<file path="config.mk">
export PLATFORM = sky130hd
export DESIGN_NAME = symbol_injector
export DESIGN_NICKNAME = d
export VERILOG_FILES = /design/src/rtl/inj_pkg.sv /design/src/rtl/inj_ctl.sv /design/src/rtl/inj_sel.sv /design/src/rtl/inj_snap.sv /design/src/rtl/inj_stage.sv /design/src/rtl/symbol_injector.sv
export SDC_FILE = /design/constraint.sdc
export NUM_CORES = 1
export LEC_CHECK = 0
export ABC_AREA = 1
export CORE_MARGIN = 2
export CORE_UTILIZATION = 39
export DETAILED_ROUTE_END_ITERATION = 10
export PLACE_DENSITY = 0.86
export SYNTH_ARGS = -nofsm -noshare
export SYNTH_HDL_FRONTEND = slang
export SYNTH_SLANG_ARGS = --single-unit
</file>
<file path="constraint.sdc">
create_clock -name clk -period 1.5 [get_ports clk]
set_input_delay 0.225 -clock clk [delete_from_list [all_inputs] [get_ports clk]]
set_output_delay 0.225 -clock clk [all_outputs]
set_load 0.01 [all_outputs]
</file>
<file path="src/rtl/inj_pkg.sv">
package inj_pkg;
  typedef enum logic [1:0] {
    MODE_OFF  = 2'b00,
    MODE_ONCE = 2'b01,
    MODE_PER  = 2'b10,
    MODE_CONT = 2'b11
  } inj_mode_e;
endpackage

</file>
<file path="src/rtl/inj_ctl.sv">
module inj_ctl
  import inj_pkg::*;
#(
  parameter int CNT_W = 8
) (
  input  logic             clk,
  input  logic             rst_n,
  input  logic             fire,
  input  logic [1:0]       cfg_mode,
  input  logic [CNT_W-1:0] cfg_thresh,
  input  logic             cfg_wr,
  output logic             inj,
  output logic [CNT_W-1:0] cnt,
  output logic [1:0]       mode
);
  inj_mode_e        mode_q, mode_nx;
  logic [CNT_W-1:0] cnt_q, cnt_nx;

  always_comb begin
    inj     = 1'b0;
    cnt_nx  = cnt_q;
    mode_nx = mode_q;
    if (fire) begin
      case (mode_q)
        MODE_OFF:  inj = 1'b0;
        MODE_CONT: inj = 1'b1;
        default: begin
          if (cnt_q == '0) begin
            inj    = 1'b1;
            cnt_nx = cfg_thresh;
            if (mode_q == MODE_ONCE) mode_nx = MODE_OFF;
          end else begin
            cnt_nx = cnt_q - 1'b1;
          end
        end
      endcase
    end
    if (cfg_wr) begin
      mode_nx = inj_mode_e'(cfg_mode);
      cnt_nx  = cfg_thresh;
    end
  end

  always_ff @(posedge clk) begin
    if (!rst_n) begin
      mode_q <= MODE_OFF;
      cnt_q  <= '0;
    end else begin
      mode_q <= mode_nx;
      cnt_q  <= cnt_nx;
    end
  end

  assign cnt  = cnt_q;
  assign mode = mode_q;

  // a one-shot injection clears the mode
  a_r6_once_clears: assert property (@(posedge clk) disable iff (!rst_n)
    (fire && mode_q == MODE_ONCE && cnt_q == '0 && !cfg_wr) |=> (mode_q == MODE_OFF));
  // with injection off and no write, the counter does not move
  a_r2_off_idle: assert property (@(posedge clk) disable iff (!rst_n)
    (mode_q == MODE_OFF && !cfg_wr) |=> $stable(cnt_q));
  // the counter moves only on an accepted pair or a write
  a_r9_cnt_on_fire: assert property (@(posedge clk) disable iff (!rst_n)
    (!fire && !cfg_wr) |=> $stable(cnt_q));
endmodule

</file>
<file path="src/rtl/inj_sel.sv">
module inj_sel #(
  parameter int SYM_W = 5,
  parameter int NSYM  = 2
) (
  input  logic [NSYM*SYM_W-1:0] din,
  input  logic [NSYM*SYM_W-1:0] rep,
  input  logic                  inj,
  output logic [NSYM*SYM_W-1:0] dout
);
  for (genvar g = 0; g < NSYM; g++) begin : g_lane
    assign dout[g*SYM_W +: SYM_W] = inj ? rep[g*SYM_W +: SYM_W] : din[g*SYM_W +: SYM_W];
  end
endmodule

</file>
<file path="src/rtl/inj_snap.sv">
module inj_snap #(
  parameter int CNT_W = 8
) (
  input  logic             clk,
  input  logic             rst_n,
  input  logic             rd,
  input  logic [CNT_W-1:0] cnt,
  output logic [CNT_W-1:0] snap
);
  always_ff @(posedge clk) begin
    if (!rst_n)  snap <= '0;
    else if (rd) snap <= cnt;
  end

  // the snapshot holds between read strobes
  a_r8_snap_hold: assert property (@(posedge clk) disable iff (!rst_n)
    !rd |=> $stable(snap));
endmodule

</file>
<file path="src/rtl/inj_stage.sv">
module inj_stage #(
  parameter int W = 10
) (
  input  logic         clk,
  input  logic         rst_n,
  input  logic         in_valid,
  output logic         in_ready,
  input  logic [W-1:0] in_data,
  output logic         out_valid,
  input  logic         out_ready,
  output logic [W-1:0] out_data
);
  assign in_ready = !out_valid || out_ready;

  always_ff @(posedge clk) begin
    if (!rst_n) begin
      out_valid <= 1'b0;
      out_data  <= '0;
    end else if (in_ready) begin
      out_valid <= in_valid;
      if (in_valid) out_data <= in_data;
    end
  end

  // a stalled output holds its pair
  a_r9_stall_hold: assert property (@(posedge clk) disable iff (!rst_n)
    (out_valid && !out_ready) |=> (out_valid && $stable(out_data)));
  // an accepted pair is presented on the next cycle
  a_r10_latency: assert property (@(posedge clk) disable iff (!rst_n)
    (in_valid && in_ready) |=> out_valid);
endmodule

</file>
<file path="src/rtl/symbol_injector.sv">
module symbol_injector
  import inj_pkg::*;
#(
  parameter int SYM_W = 5,
  parameter int CNT_W = 8,
  localparam int PAIR_W = 2 * SYM_W
) (
  input  logic              clk,
  input  logic              rst_n,
  input  logic              s_valid,
  output logic              s_ready,
  input  logic [PAIR_W-1:0] s_pair,
  output logic              m_valid,
  input  logic              m_ready,
  output logic [PAIR_W-1:0] m_pair,
  input  logic [SYM_W-1:0]  sym_a,
  input  logic [SYM_W-1:0]  sym_b,
  input  logic [1:0]        cfg_mode,
  input  logic [CNT_W-1:0]  cfg_thresh,
  input  logic              cfg_wr,
  input  logic              cnt_rd,
  output logic [CNT_W-1:0]  cnt_snap,
  output logic [1:0]        mode_now
);
  logic              fire, inj;
  logic [CNT_W-1:0]  cnt;
  logic [PAIR_W-1:0] sel_pair;

  assign fire = s_valid && s_ready;

  inj_ctl #(.CNT_W(CNT_W)) u_ctl (
    .clk(clk), .rst_n(rst_n), .fire(fire), .cfg_mode(cfg_mode),
    .cfg_thresh(cfg_thresh), .cfg_wr(cfg_wr), .inj(inj), .cnt(cnt), .mode(mode_now)
  );

  inj_sel #(.SYM_W(SYM_W), .NSYM(2)) u_sel (
    .din(s_pair), .rep({sym_a, sym_b}), .inj(inj), .dout(sel_pair)
  );

  inj_stage #(.W(PAIR_W)) u_stage (
    .clk(clk), .rst_n(rst_n), .in_valid(s_valid), .in_ready(s_ready), .in_data(sel_pair),
    .out_valid(m_valid), .out_ready(m_ready), .out_data(m_pair)
  );

  inj_snap #(.CNT_W(CNT_W)) u_snap (
    .clk(clk), .rst_n(rst_n), .rd(cnt_rd), .cnt(cnt), .snap(cnt_snap)
  );

  // continuous mode replaces an accepted pair with the programmed symbols
  a_r3_cont_replace: assert property (@(posedge clk) disable iff (!rst_n)
    (fire && mode_now == 2'b11 && !cfg_wr) |=> (m_pair == $past({sym_a, sym_b})));
  // off mode forwards the accepted pair untouched
  a_r2_off_pass: assert property (@(posedge clk) disable iff (!rst_n)
    (fire && mode_now == 2'b00) |=> (m_pair == $past(s_pair)));
endmodule

</file>
==> results.py <==
metrics = {
    "outcome": {
        "status": "completed",
    },
    "clock_network": {
        "htree_levels": 2,
        "numCtsBuffers": 5,
        "numClockSinks": 29,
        "worstSkewPairLatency_ps": 280,
        "cts_setup_buffers": 0,
        "cts_tree": "built",
        "clockBufferDepth": 2,
        "cts_root_buf": "clkbuf_8",
        "clkTransAtPathRegs_ps": 60,
    },
    "placement": {
        "dp_slack_ps": -87.0,
        "port_buffers": 57,
        "dp_cells": 338,
        "place_congestion": 0.824,
        "dp_hpwl_mm": 2.98,
    },
    "timing": {
        "timing.hold.ws_ps": 515,
        "max-slew-margin-rel": 0.706,
        "drv_slew": 0,
        "worst_pin_slew_ps": 439,
        "hold_viol": 0,
        "clock_skew_ps": 4.22,
        "finalSetupTns_ps": 0,
        "final.period_utilization": 0.968,
        "max_clock_freq_ghz": 0.689,
        "report.final.setup_viol": 0,
        "fin_ws_ps": 48.5,
        "period_needed_ps": 1450,
    },
    "floorplan": {
        "die_h_um": 66.4,
        "die_area_um2": 4410,
        "core_um2": 3720,
        "rows": 22,
        "io_pins": 58,
        "start_util": 0.409,
        "chipWidth_um": 66.4,
    },
    "logic_synthesis": {
        "synth_cell_type_count": 23,
        "yosysSeqAreaShare": 0.382,
        "syn-num-nets": 265,
        "synth_area_um2": 1520,
        "synth_cells": 226,
        "ys.warnings.count": 0,
        "avgSynthCellArea_um2": 6.73,
        "ys_ff_latch": 29,
    },
    "drt": {
        "ant_nets": 0,
        "met1_length_mm": 1.80,
        "wl_met3_um": 181,
        "vias_per_cell": 4.79,
        "drc_errors": 0,
        "met2_length_mm": 1.92,
        "wire_per_inst_um": 11.6,
        "drtIter0Drc": 81,
        "vias": 1658,
        "dr.pass1.iters": 4,
        "highest_layer": "met4",
        "drt_wl_total_mm": 4.03,
    },
    "critical_path": {
        "required_ps": 1270,
        "arrival_ps": 1230,
        "worstSetupEndpointType": "output pin",
        "start_kind": "flip-flop",
        "crit_fanout": 3,
        "critical_path_class": "reg -> out",
        "cp-startpoint": "u_ctl.mode[1]",
        "r2r_start": "u_ctl.mode[1]",
    },
    "finish": {
        "fillers": 324,
        "final_cells": 346,
        "multi_input_area_um2": 800,
        "finalNetCount": 337,
        "syn2layout_area_growth_pct": 54.1,
        "drive_gt1_frac": 0.128,
        "mostFrequentLayoutCells": "55 x clkdlybuf4s50_1, 44 x nand2_1, 30 x nor2_1",
        "n_antenna_cell": 0,
        "seqCellArea_um2": 583,
        "layout_commonest_cell": "clkdlybuf4s50_1",
    },
    "worst_hold_path": {
        "worstHoldStart": "cfg_mode[1]",
        "hp-class": "in -> reg",
    },
    "power": {
        "peakVddDrop_mv": 0.510,
        "p_leak_nw": 1.08,
        "power_density_nw_per_um2": 935,
        "power.total_mw": 2.19,
    },
    "global_routing": {
        "overflow": 0,
        "grt_pass1_vias": 1505,
        "grt_max_degree": 21,
        "grt_use_total": 0.189,
        "grt_pass1_wl_mm": 6.37,
        "antenna_found_initial": 0,
    },
    "job": {
        "cap_violations": 0,
    },
}
==> worst max-delay path, cell delays in order, from the launching register on <==
cell and delay (ps):
dfxtp_2 330, buf_4 110, clkdlybuf4s50_1 520
==> path summary, 6_finish.rpt <==
kind	end	slack (ps)	cells past startpoint
hold reg to reg	u_snap.snap[2]	520	2
setup / recovery	mode_now[1]	50	2
hold / removal	u_ctl.mode[1]	520	3
setup reg to reg	u_stage.out_data[5]	80	10
==> state kept, by name, summed over array words and instances (netlist names) <==
| name | cells |
|---|---|
| u_stage.out_valid | 1 |
| u_snap.snap | 8 |
| u_stage.out_data | 10 |
| u_ctl.cnt | 8 |
| u_ctl.mode | 2 |
==> where the power goes <==
| part | total, mW | internal (mW) | switching [mW] |
|---|---|---|---|
| clock network | 0.633 | 0.363 | 0.270 |
| registers | 0.891 | 0.840 | 0.0502 |
| logic | 0.667 | 0.334 | 0.333 |
| total | 2.19 | 1.54 | 0.654 |
==> routing by layer <==
metal  vias up  global-route usage
met5         -                   0
met3        12              0.0375
met1       741               0.232
met4         0              0.0918
met2        42               0.311
li1        863                   -
==> cell usage after synthesis <==
library cell,number,area (um^2)
a21oi_1,19,95.1
a21oi_2,1,8.76
buf_2,2,10.0
buf_4,1,7.51
buf_6,2,22.5
clkbuf_1,3,11.3
clkinv_1,1,3.75
dfxtp_1,29,581
ha_1,3,37.5
inv_1,28,105
inv_2,1,3.75
nand2_1,44,165
nand2_2,3,18.8
nand2_4,1,11.3
nand3_1,29,145
nand4_1,1,6.26
nor2_1,31,116
nor2_4,1,11.3
o211ai_1,1,7.51
o21ai_0,21,105
o21ai_4,2,32.5
or2_2,1,6.26
xor2_1,1,8.76
==> layout make-up <==
type	count	area share
clock buffer	7	0.0369
inverter	30	0.0481
multi-input combinational	160	0.341
sequential	29	0.249
tap	48	0.0256
timing repair buffer	72	0.299
==> kinds of logic after synthesis <==
logic type                 share of synthesized area
and+or+nand+nor                                0.316
AOI/OAI and AO/OA                              0.164
buffers and inverters                          0.108
DFF                                            0.382
adders and majority gates                     0.0247
xor gates and xnor gates                     0.00576
==> repair_timing <==
action                                  in CTS  in global routing
pin swaps                                    0                  4
hold buffers                                 0                  0
endpoints found under the setup margin       2                 16
endpoints found under the hold margin        0                  0
gates cloned                                 0                  1
resized for setup                            2                  9
==> stage by stage <==
stage / utilization / area, um^2
6_report: 0.630 / 2340
5_1_grt: 0.630 / 2340
4_1_cts: 0.621 / 2310
3_5_place_dp: 0.599 / 2220
3_3_place_gp: 0.599 / 2220
2_1_floorplan: - / 1520
Note: power is estimated with default switching activity, not from simulation.
